[src/rtl/strap_pkg.sv]
package strap_pkg;
  localparam int EXIT_W = 3;
  localparam logic [EXIT_W-1:0] EXIT_LIGHT = 3'd1;

  typedef enum logic [1:0] {
    ST_PORST = 2'd0,
    ST_SETUP = 2'd1,
    ST_HOLD  = 2'd2,
    ST_RUN   = 2'd3
  } strap_st_e;

  function automatic logic exit_resets_cpu(input logic [EXIT_W-1:0] code);
    return code != EXIT_LIGHT;
  endfunction
endpackage

[src/rtl/strap_latch.sv]
module strap_latch #(
  parameter int LINES_W = 4
) (
  input  logic                       clk,
  input  logic                       rst,
  input  logic                       capture,
  input  logic                       rst_req,
  input  logic [strap_pkg::EXIT_W-1:0] exit_state,
  input  logic [LINES_W-1:0]         strap_in,
  output logic [LINES_W-1:0]         strap_nxt,
  output logic                       drive_straps
);
  logic [LINES_W-1:0] strap_q;
  logic               req_pend;

  always_ff @(posedge clk) begin
    if (rst) begin
      strap_q  <= '0;
      req_pend <= 1'b0;
    end else begin
      if (capture) strap_q <= strap_in;
      if (rst_req) req_pend <= 1'b1;
      else if (capture) req_pend <= 1'b0;
    end
  end

  assign strap_nxt    = capture ? strap_in : strap_q;
  assign drive_straps = strap_pkg::exit_resets_cpu(exit_state) || req_pend;
endmodule

[src/rtl/strap_timer.sv]
module strap_timer #(
  parameter int CNT_W = 4
) (
  input  logic             clk,
  input  logic             rst,
  input  logic             load,
  input  logic [CNT_W-1:0] load_val,
  output logic             done
);
  logic [CNT_W-1:0] cnt;

  always_ff @(posedge clk) begin
    if (rst)              cnt <= '0;
    else if (load)        cnt <= load_val;
    else if (cnt != '0)   cnt <= cnt - 1'b1;
  end

  assign done = (cnt == '0);
endmodule

[src/rtl/strap_seq.sv]
module strap_seq
  import strap_pkg::*;
#(
  parameter int SETUP_CLKS = 4,
  parameter int HOLD_CLKS  = 8,
  parameter int CNT_W      = 4
) (
  input  logic             clk,
  input  logic             rst,
  input  logic             pwr_good,
  input  logic             rst_req,
  input  logic             drive_straps,
  input  logic             tmr_done,
  output strap_st_e        st,
  output strap_st_e        st_nxt,
  output logic             capture,
  output logic             tmr_load,
  output logic [CNT_W-1:0] tmr_val
);
  localparam logic [CNT_W-1:0] SETUP_LAST = CNT_W'(SETUP_CLKS - 1);
  localparam logic [CNT_W-1:0] HOLD_LAST  = CNT_W'(HOLD_CLKS - 1);

  always_comb begin
    st_nxt   = st;
    capture  = 1'b0;
    tmr_load = 1'b0;
    tmr_val  = '0;
    if (!pwr_good || rst_req) begin
      st_nxt = ST_PORST;
    end else begin
      case (st)
        ST_PORST: begin
          capture = 1'b1;
          if (drive_straps) begin
            st_nxt   = ST_SETUP;
            tmr_load = 1'b1;
            tmr_val  = SETUP_LAST;
          end else begin
            st_nxt = ST_RUN;
          end
        end
        ST_SETUP: if (tmr_done) begin
          st_nxt   = ST_HOLD;
          tmr_load = 1'b1;
          tmr_val  = HOLD_LAST;
        end
        ST_HOLD:  if (tmr_done) st_nxt = ST_RUN;
        default:  st_nxt = ST_RUN;
      endcase
    end
  end

  always_ff @(posedge clk) begin
    if (rst) st <= ST_PORST;
    else     st <= st_nxt;
  end
endmodule

[src/rtl/cpu_strap_drv.sv]
module cpu_strap_drv
  import strap_pkg::*;
#(
  parameter int LINES_W    = 4,
  parameter int SETUP_CLKS = 4,
  parameter int HOLD_CLKS  = 8
) (
  input  logic               clk,
  input  logic               rst,
  input  logic               pwr_good,
  input  logic               rst_req,
  input  logic [EXIT_W-1:0]  exit_state,
  input  logic [LINES_W-1:0] strap_reg,
  output logic [LINES_W-1:0] line_val,
  output logic               line_oe,
  output logic               plat_rst
);
  localparam int MAX_WIN = (SETUP_CLKS > HOLD_CLKS) ? SETUP_CLKS : HOLD_CLKS;
  localparam int CNT_W   = $clog2(MAX_WIN + 1);

  strap_st_e          st, st_nxt;
  logic               capture, drive_straps, tmr_load, tmr_done;
  logic [CNT_W-1:0]   tmr_val;
  logic [LINES_W-1:0] strap_nxt;

  strap_latch #(.LINES_W(LINES_W)) i_latch (
    .clk(clk), .rst(rst), .capture(capture), .rst_req(rst_req),
    .exit_state(exit_state), .strap_in(strap_reg),
    .strap_nxt(strap_nxt), .drive_straps(drive_straps)
  );

  strap_timer #(.CNT_W(CNT_W)) i_timer (
    .clk(clk), .rst(rst), .load(tmr_load), .load_val(tmr_val), .done(tmr_done)
  );

  strap_seq #(.SETUP_CLKS(SETUP_CLKS), .HOLD_CLKS(HOLD_CLKS), .CNT_W(CNT_W)) i_seq (
    .clk(clk), .rst(rst), .pwr_good(pwr_good), .rst_req(rst_req),
    .drive_straps(drive_straps), .tmr_done(tmr_done),
    .st(st), .st_nxt(st_nxt), .capture(capture),
    .tmr_load(tmr_load), .tmr_val(tmr_val)
  );

  always_ff @(posedge clk) begin
    if (rst) begin
      plat_rst <= 1'b1;
      line_oe  <= 1'b1;
      line_val <= '1;
    end else begin
      case (st_nxt)
        ST_PORST: begin plat_rst <= 1'b1; line_oe <= 1'b1; line_val <= '1;        end
        ST_SETUP: begin plat_rst <= 1'b1; line_oe <= 1'b1; line_val <= strap_nxt; end
        ST_HOLD:  begin plat_rst <= 1'b0; line_oe <= 1'b1; line_val <= strap_nxt; end
        default:  begin plat_rst <= 1'b0; line_oe <= 1'b0; line_val <= '0;        end
      endcase
    end
  end
endmodule

[config.mk]
export PLATFORM = sky130hd
export DESIGN_NAME = cpu_strap_drv
export DESIGN_NICKNAME = d
export VERILOG_FILES = /design/src/rtl/strap_pkg.sv /design/src/rtl/strap_latch.sv /design/src/rtl/strap_timer.sv /design/src/rtl/strap_seq.sv /design/src/rtl/cpu_strap_drv.sv
export SDC_FILE = /design/constraint.sdc
export NUM_CORES = 1
export LEC_CHECK = 0
export ABC_CLOCK_PERIOD_IN_PS = 3010
export BUFFER_PORTS_ARGS = -buffer_cell sky130_fd_sc_hd__buf_2
export CORE_MARGIN = 4
export CORE_UTILIZATION = 45
export CTS_CLUSTER_SIZE = 25
export DETAILED_ROUTE_END_ITERATION = 12
export GPL_TIMING_DRIVEN = 0
export PLACE_DENSITY = 0.68
export SETUP_SLACK_MARGIN = 0.02
export SLEW_MARGIN = 40
export SYNTH_ARGS = -nofsm -noshare
export SYNTH_HDL_FRONTEND = slang
export SYNTH_SLANG_ARGS = --single-unit
[constraint.sdc]
create_clock -name clk -period 3.01 [get_ports clk]
set_input_delay 0.1505 -clock clk [delete_from_list [all_inputs] [get_ports clk]]
set_output_delay 0.1505 -clock clk [all_outputs]
set_load 0.01 [all_outputs]
==> results of run 1 <==
-- state kept, by name (all words and copies together), names as in the netlist --
signal and count:
line_val 4, i_latch.strap_q 4, i_latch.req_pend 1, line_oe 1, i_timer.cnt 4, i_seq.st 2
plat_rst 1
-- final cells by class --
cell class / count / area [um^2]
plain buffers: 1 / 3.754
clock buffers: 3 / 22.52
clock inverters: 1 / 5.005
fillers: 144 / 658.1
inverters: 6 / 22.52
multi-input cells: 51 / 389.1
flip-flops and latches: 17 / 340.3
well taps: 16 / 20.02
repair buffers: 16 / 80.08
-- worst max-delay path: cells and delay by family (launching register included) --
kind	cells	cell delay, ns
DFF	1	0.34
AOI/OAI and AO/OA	3	0.58
and+or+nand+nor	2	0.75
buffers and inverters	1	0.07
adders and majority gates	2	0.45
-- placed cells by master, fill, tap and decap left out, drive strengths merged --
master,n
o22ai,1
o21ba,1
or2,2
nor4b,1
dfxtp,17
a22oi,1
buf,16
or4b,1
inv,6
a21oi,2
or4bb,1
a211oi,1
a41o,1
nand2,2
ha,4
nand2b,2
nor3b,1
a22o,1
or3b,1
nor2,8
nor3,5
clkinv,1
clkbuf,4
xnor2,1
nor4bb,1
mux2i,6
or3,1
o21ai,5
o211a,1
-- power groups by stage --
stage | clock network [mW] | logic [mW] | registers [mW]
2_1_floorplan | 0 | 0.174 | 0.288
3_3_place_gp | 0 | 0.214 | 0.292
3_5_place_dp | 0 | 0.221 | 0.295
4_1_cts | 0.127 | 0.224 | 0.289
5_1_grt | 0.141 | 0.248 | 0.293
6_report | 0.123 | 0.221 | 0.288
-- stage by stage --
stage | hold WS, ns | instances | total power [mW] | utilization
floorplan | 0.2493 | 75 | 0.4627 | -
global placement | 0.3941 | 107 | 0.5059 | 0.5552
detailed placement | 0.4006 | 107 | 0.5160 | 0.5552
CTS | 0.08788 | 111 | 0.6398 | 0.5731
global route | 0.1028 | 111 | 0.6826 | 0.5731
finish | 0.1002 | 111 | 0.6323 | 0.5731
-- per-layer routing --
metal,vias to the layer above,part of all wire,global-route usage
met1,277,0.45,0.1688
met4,0,0.018,0.06726
met2,11,0.50,0.2196
met5,-,0,0
li1,308,-,-
met3,4,0.035,0.04587
-- worst max path at each step --
stage	from	end	slack, ns	cells after the start
after floorplan	i_timer.cnt[0]	plat_rst	0.91	7
after global placement	i_timer.cnt[0]	line_val[3]	0.75	8
after detailed placement	i_timer.cnt[0]	line_val[2]	0.72	8
after CTS	i_timer.cnt[0]	line_val[2]	0.68	8
after global routing	i_timer.cnt[0]	line_val[2]	0.52	8
final	i_timer.cnt[0]	line_val[2]	0.70	8
-- cell families (layout without fill, tap and decap cells) --
group	count (synthesis)	in the layout	share of synthesized area
xor+xnor	1	1	0.01159
buf+inv	7	27	0.03476
flops	17	17	0.4503
fa+ha+maj	4	4	0.06623
simple gates	26	26	0.2235
mux	6	6	0.07947
compound gates	14	14	0.1341
==> impl_metrics.py, run 1 <==
metrics = {
    "pwr": {
        "p_clk_frac": 0.195,
        "leakagePower_nw": 0.3685,
        "p_comb_frac": 0.350,
        "p_per_area_mw_per_mm2": 715.8,
        "switchingPower_uw": 210.3,
        "pwr-share-seq": 0.455,
        "swShare": 0.3326,
        "power.internal_uw": 422.0,
        "worst_ir_drop_vdd_mv": 0.4305,
    },
    "detailed_routing": {
        "post_drt_wl_per_cell_um": 13.81,
        "drtAntennaViolNets": 0,
        "via_per_inst": 5.405,
        "initialDrtViolationCount": 4,
        "vias": 600,
        "drc_errors": 0,
        "totalWireLength_mm": 1.533,
        "dr.pass1.iters": 5,
    },
    "floorplan": {
        "rows": 14,
        "die_w_um": 48.98,
        "start_util": 0.4903,
        "fp.dieH_um": 48.98,
        "ios": 17,
        "die_area_mm2": 0.002399,
        "core_region_area_mm2": 0.001541,
    },
    "placed_design": {
        "place_hpwl_mm": 1.174,
        "place.gp.congestion": 0.7754,
        "placed_area_um2": 855.8,
        "post-place-ws_ns": 0.7206,
        "io_buffers": 16,
    },
    "run": {
        "drv_cap": 0,
    },
    "sta": {
        "maxSlewViolCount": 0,
        "rsz0062_at_grt": "false",
        "hold_viol": 0,
        "max_slew_margin": 0.6162,
        "max_freq_ghz": 0.4322,
        "finalSetupViolCount": 0,
        "period_needed_ns": 2.314,
        "fin_ws_ns": 0.6960,
        "fin_crit_sh": 0.7688,
        "fin_setup_tns_ns": 0,
        "skew_ns": 0.002880,
        "worstMarginPinSlew_ns": 0.5733,
    },
    "setup_path": {
        "critPathMaxStageDelay_ns": 0.43,
        "required_ns": 3.18,
        "r2r_end": "line_val[2]",
        "setup.worst_path.start_class": "register",
        "ff2ff_setup_slack_ns": 0.70,
        "crit_arrival_ns": 2.48,
        "critPathKind": "reg -> reg",
        "rr_startpoint": "i_timer.cnt[0]",
        "cp_common_cell": "ha_1",
        "critPathMaxFanout": 5,
        "path_cells": "inv_1, ha_1, nor3b_1, o22ai_1, or2_2, ha_1, a21oi_1, o21ai_0",
        "critical-path-slowest-cell": "nor3b_1",
        "end_kind": "register",
        "reg2reg_depth": 8,
    },
    "min_path": {
        "hp-start": "rst",
        "min_delay_worst_endpoint": "plat_rst",
        "hold_depth": 2,
        "hp-class": "in -> reg",
    },
    "logic_synthesis": {
        "synth_top_area_share": 0.4503,
        "synth_cell_type_count": 28,
        "ys_warn_count": 0,
        "ys_top_cells_by_count": "dfxtp_1, nor2_1, inv_1, mux2i_1",
        "ys_ff_latch": 17,
        "seq_area_frac_synth": 0.4503,
        "yosysMostFrequentCell": "dfxtp_1",
        "synthesis.area_um2": 755.7,
        "yosysTopAreaCell": "dfxtp_1",
        "synthTopCellsByArea": "dfxtp_1, mux2i_1, ha_1, nor2_1, nor3_1",
        "syn-num-nets": 90,
        "synth_ff_type": "dfxtp_1",
        "synth_cells": 75,
        "async_reset_ff_frac": 0,
        "avgSynthCellArea_um2": 10.08,
        "synth_edf_count": 0,
    },
    "layout": {
        "drive_gt1_frac": 0.2842,
        "diodes": 0,
        "final_net_count": 111,
        "stdcell_area_um2": 883.3,
        "area_growth_pct": 16.89,
    },
    "global_route": {
        "first_global_vias": 566,
        "grt_pass1_wl_mm": 2.559,
        "grtUsageTotal": 0.1395,
        "grt_max_degree": 11,
        "gr-total-overflow": 0,
        "antenna_found_initial": 0,
    },
    "clock_network": {
        "h-tree-depth": 1,
        "cts_setup_buffers": 0,
        "cts.sinks": 17,
        "clock-root-buffer": "clkbuf_4",
        "cts_hold_buffers": 0,
        "cts_tree": "yes",
        "clock_path_buffers": 2,
        "clock_latency_ns": 0.29,
        "clkTransAtPathRegs_ns": 0.10,
        "cts_repair_resize_count": 0,
        "cts_buffers": 3,
    },
    "status": {
        "status": "completed",
    },
}
(Power assumes the default switching activity.)
==> inputs of run 2 (changes only) <==
ABC_CLOCK_PERIOD_IN_PS = 2100   (was 3010)
PLACE_DENSITY = 0.71   (was 0.68)
clock period = 2.1 ns   (was 3.01 ns; I/O delays follow)
==> impl_metrics.py, run 2 (synthesis gave the netlist of run 1 again) <==
metrics = {
    "setup_path": {
        "path_buf_inv": 1,
        "critPathMaxStageDelay_ns": 0.47,
        "end_kind": "register",
        "ff2ff_setup_slack_ns": 0.005,
        "cp_top_family": "simple AND/OR/NAND/NOR gates",
        "critPathKind": "reg -> reg",
        "setup.worst_path.start_class": "register",
        "path_cells": "inv_2, ha_4, or4bb_4, o211a_1, or2_1, ha_2, or3_1",
        "critical-path-slowest-cell": "or4bb_4",
        "r2r_end": "plat_rst",
        "required_ns": 2.28,
        "crit_arrival_ns": 2.27,
        "reg2reg_depth": 7,
        "cp.depth": 7,
        "critPathMaxFanout": 5,
        "rr_startpoint": "i_timer.cnt[0]",
    },
    "floorplan": {
        "fp.dieH_um": 48.98,
        "start_util": 0.4903,
        "core_region_area_mm2": 0.001541,
        "die_w_um": 48.98,
        "die_area_mm2": 0.002399,
        "ios": 17,
        "rows": 14,
    },
    "detailed_routing": {
        "totalWireLength_mm": 1.420,
        "drc_errors": 0,
        "post_drt_wl_per_cell_um": 12.57,
        "dr.pass1.iters": 4,
        "drtAntennaViolNets": 0,
        "via_per_inst": 5.345,
        "vias": 604,
        "initialDrtViolationCount": 4,
    },
    "sta": {
        "hold_viol": 0,
        "worstMarginPinSlew_ns": 0.5831,
        "max_slew_margin": 0.6096,
        "finalSetupViolCount": 0,
        "period_needed_ns": 2.095,
        "skew_ns": 0.003081,
        "rsz0062_at_grt": "true",
        "max_freq_ghz": 0.4772,
        "maxSlewViolCount": 0,
        "fin_crit_sh": 0.9979,
    },
    "placed_design": {
        "io_buffers": 16,
        "place_hpwl_mm": 1.061,
        "place.gp.congestion": 0.7765,
        "placed_area_um2": 858.3,
    },
    "clock_network": {
        "cts_buffers": 3,
        "cts.sinks": 17,
        "clock-root-buffer": "clkbuf_4",
        "cts_hold_buffers": 0,
        "h-tree-depth": 1,
        "clock_latency_ns": 0.29,
        "clkTransAtPathRegs_ns": 0.09,
        "cts_tree": "yes",
        "clock_path_buffers": 2,
    },
    "global_route": {
        "antenna_found_initial": 0,
        "grtUsageTotal": 0.1208,
        "gr-total-overflow": 0,
        "first_global_vias": 532,
        "grt_pass1_wl_mm": 2.304,
        "grt_max_degree": 11,
    },
    "pwr": {
        "leakagePower_nw": 0.3833,
        "p_per_area_mw_per_mm2": 1037,
        "power.total_uw": 971.7,
        "worst_ir_drop_vdd_mv": 0.5276,
    },
    "min_path": {
        "hold_depth": 3,
        "hp-class": "in -> reg",
        "min_delay_worst_endpoint": "i_latch.strap_q[2]",
        "hp-start": "strap_reg[2]",
    },
    "layout": {
        "layout_commonest_cell": "buf_2",
        "fillCellCount": 141,
        "layout_common_cells": "buf_2, dfxtp_1, nor2_1",
        "final_net_count": 113,
        "reg_top3": "i_latch.strap_q (4), i_timer.cnt (4), line_val (4)",
        "regArea_um2": 342.8,
        "multi_input_area_um2": 425.4,
        "diodes": 0,
        "drive_gt1_frac": 0.4124,
        "area_growth_pct": 24.01,
        "stdcell_area_um2": 937.1,
    },
    "status": {
        "status": "completed",
    },
    "run": {
        "drv_cap": 0,
    },
}
run 2: cell types whose count changed in the layout (fill, tap and decap cells not counted), sizes merged:
cell	change
buf	+2
run 2: area by class of cell:
cell class,instances,share of cell area
Timing Repair Buffer,18,0.1015
Inverter,6,0.02403
Buffer,1,0.004005
Clock buffer,3,0.02403
Clock inverter,1,0.005340
Sequential cell,17,0.3658
Tap cell,16,0.02136
Multi-Input combinational cell,51,0.4539
run 2: worst max-delay path by stage:
stage,startpoint,to,slack [ns]
after floorplan,i_timer.cnt[0],plat_rst,0.02
after global placement,i_timer.cnt[0],line_val[1],-0.13
after detailed placement,i_timer.cnt[0],line_val[0],-0.16
after CTS,i_timer.cnt[1],plat_rst,0.03
after global routing,i_timer.cnt[0],plat_rst,-0.05
final,i_timer.cnt[0],plat_rst,0.005
run 2: through the flow:
step / std cells / setup slack (ns) / utilization / hold WS [ns] / TNS, ns
6_report: 113 / 0.004515 / 0.6080 / 0.07210 / 0
3_3_place_gp: 107 / -0.1346 / 0.5568 / 0.3613 / -0.6399
5_1_grt: 113 / -0.04846 / 0.6080 / 0.07547 / -0.1011
2_1_floorplan: 75 / 0.02037 / - / 0.2038 / 0
4_1_cts: 111 / 0.02873 / 0.5869 / 0.06234 / 0
3_5_place_dp: 107 / -0.1610 / 0.5568 / 0.3597 / -0.7273
run 2: repair_timing:
action | 4_1_cts | 5_1_grt
pin swaps | 2 | 1
endpoints found under the setup margin | 5 | 5
resized for setup | 5 | 9
buffers inserted | 0 | 2
run 2: report_power, final:
part           switching (mW)  internal, mW  total [mW]  leakage (nW)
Clock                  0.0994        0.0709       0.170        0.0177
Combinational           0.172         0.207       0.379         0.225
Sequential             0.0460         0.377       0.423         0.140
Total                   0.317         0.654       0.972         0.383
run 2: routing by layer:
metal	up-vias	global-route usage	wire length, um
met5	-	0	0
met4	0	0.06726	21
met3	2	0.02752	36
met2	9	0.1935	687
met1	280	0.1468	675
li1	313	-	-
run 2: worst reg2reg max path, cell delays in order (launching register included):
cell	delay (ns)
dfxtp_2	0.34
inv_2	0.07
ha_4	0.15
or4bb_4	0.47
o211a_1	0.15
or2_1	0.24
ha_2	0.19
or3_1	0.37
==> inputs of run 3 (changes only) <==
CELL_PAD_IN_SITES_DETAIL_PLACEMENT = 0   (was unset)
CELL_PAD_IN_SITES_GLOBAL_PLACEMENT = 1   (was unset)
CORE_UTILIZATION = 35   (was 45)
PLACE_DENSITY = unset   (was 0.71)
PLACE_DENSITY_LB_ADDON = 0.1   (was unset)
==> impl_metrics.py, run 3 (synthesis gave the netlist of run 1 again) <==
metrics = {
    "detailed_routing": {
        "initialDrtViolationCount": 5,
        "top_layer": "met4",
        "via_per_inst": 4.672,
        "vias": 584,
        "met3RoutedLength_um": 56,
        "post_drt_wl_per_cell_um": 11.72,
        "wl_met2_um": 715,
        "dr.pass1.iters": 2,
        "wirelength_met1_um": 679,
        "drtAntennaViolNets": 0,
        "drc_errors": 0,
        "totalWireLength_mm": 1.465,
    },
    "pwr": {
        "p_clk_frac": 0.175,
        "power.internal_uw": 666.3,
        "pwr-share-seq": 0.425,
        "worst_ir_drop_vdd_mv": 0.4064,
        "p_per_area_mw_per_mm2": 1026,
        "p_comb_frac": 0.400,
        "switchingPower_uw": 319.6,
        "leakagePower_nw": 0.3875,
        "swShare": 0.3241,
    },
    "floorplan": {
        "start_util": 0.3775,
        "fp.dieH_um": 54.47,
        "die_w_um": 54.47,
        "rows": 16,
        "die_area_mm2": 0.002966,
        "core_region_area_mm2": 0.002002,
        "ios": 17,
    },
    "global_route": {
        "grtUsageTotal": 0.1113,
        "gr-total-overflow": 0,
        "antenna_found_initial": 0,
        "grt_max_degree": 11,
        "first_global_vias": 566,
        "grt_pass1_wl_mm": 2.304,
    },
    "placed_design": {
        "place.gp.congestion": 0.6922,
        "io_buffers": 16,
        "dp.cells": 118,
        "placed_area_um2": 872.1,
        "place_hpwl_mm": 1.124,
    },
    "setup_path": {
        "critPathMaxFanout": 5,
        "crit_arrival_ns": 2.24,
        "critical-path-slowest-cell": "or4bb_4",
        "end_kind": "register",
        "critPathKind": "reg -> reg",
        "setup.worst_path.start_class": "register",
        "required_ns": 2.27,
        "path_cells": "inv_2, ha_4, or4bb_4, o211a_1, or2_1, ha_2, or3_1",
        "critPathMaxStageDelay_ns": 0.47,
    },
    "sta": {
        "fin_crit_sh": 0.9874,
        "finalSetupViolCount": 0,
        "period_needed_ns": 2.074,
        "hold_viol": 0,
        "max_freq_ghz": 0.4822,
        "max_slew_margin": 0.6123,
        "rsz0062_at_grt": "true",
        "maxSlewViolCount": 0,
        "fin_setup_tns_ns": 0,
        "fin_hold_ws_ns": 0.08191,
        "skew_ns": 0.001885,
        "worstMarginPinSlew_ns": 0.5791,
    },
    "layout": {
        "layout_common_cells": "buf_2, dfxtp_1, nor2_1",
        "drive_gt1_frac": 0.4286,
        "reg_top3": "i_latch.strap_q (4), i_timer.cnt (4), line_val (4)",
        "stdcell_area_um2": 960.9,
        "final_net_count": 114,
        "layout_commonest_cell": "buf_2",
        "diodes": 0,
        "area_growth_pct": 27.15,
        "fin_cells": 125,
    },
    "clock_network": {
        "clock-root-buffer": "clkbuf_4",
        "cts_buffers": 3,
        "cts.sinks": 17,
        "cts_hold_buffers": 0,
        "clock_path_buffers": 2,
        "clkTransAtPathRegs_ns": 0.10,
        "cts_tree": "yes",
        "clock_latency_ns": 0.28,
        "h-tree-depth": 1,
    },
    "status": {
        "status": "completed",
    },
    "min_path": {
        "hp-class": "in -> reg",
    },
    "run": {
        "drv_cap": 0,
    },
}
==> run 3: final cells by class <==
class                   count  area [um^2]
plain buffers               1        3.754
clock buffers               3        22.52
clock inverters             1        5.005
fillers                   215         1041
inverters                   6        22.52
multi-input cells          51        427.9
flip-flops and latches     17        342.8
well taps                  27        33.78
repair buffers             19        102.6
==> run 3: stage by stage <==
| step | utilization | worst slack [ns] | total power, mW |
|---|---|---|---|
| 2_1_floorplan | - | 0.02037 | 0.6673 |
| 4_1_cts | 0.4625 | 0.02628 | 0.9526 |
| 6_report | 0.4800 | 0.02637 | 0.9859 |
| 5_1_grt | 0.4800 | -0.04526 | 1.054 |
| 3_3_place_gp | 0.4356 | -0.2656 | 0.7363 |
| 3_5_place_dp | 0.4356 | -0.1709 | 0.7371 |
==> run 3: final timing paths <==
check	startpoint	to	slack, ns	cells past startpoint
worst max-delay path	i_timer.cnt[0]	plat_rst	0.03	7
worst min register to register	i_latch.strap_q[2]	i_latch.strap_q[2]	0.50	2
worst max register to register	i_timer.cnt[0]	plat_rst	0.03	7
worst min-delay path	strap_reg[0]	i_latch.strap_q[0]	0.08	3
==> run 3: worst max-delay path: cells and delay by family (launching register included) <==
| family | cells | cell delay [ns] |
|---|---|---|
| and+or+nand+nor | 3 | 1.07 |
| adders and majority gates | 2 | 0.35 |
| DFF | 1 | 0.34 |
| AOI/OAI and AO/OA | 1 | 0.14 |
| buffers and inverters | 1 | 0.07 |
==> run 3: power groups by stage <==
| stage | registers (mW) | clock network, mW | logic, mW |
|---|---|---|---|
| 2_1_floorplan | 0.413 | 0 | 0.254 |
| 3_3_place_gp | 0.417 | 0 | 0.320 |
| 3_5_place_dp | 0.419 | 0 | 0.318 |
| 4_1_cts | 0.417 | 0.182 | 0.354 |
| 5_1_grt | 0.426 | 0.196 | 0.432 |
| 6_report | 0.419 | 0.172 | 0.395 |
==> run 3: layer usage <==
layer / up-vias / track usage
li1: 309 / -
met1: 266 / 0.1275
met2: 7 / 0.1892
met3: 2 / 0.02452
met4: 0 / 0.06224
met5: - / 0
==> run 3: what timing repair did <==
action | 4_1_cts | 5_1_grt
gates resized for setup | 5 | 9
endpoints found under the setup margin | 5 | 5
pin swaps | 2 | 6
hold endpoints to repair | 0 | 0
buffers inserted | 1 | 2
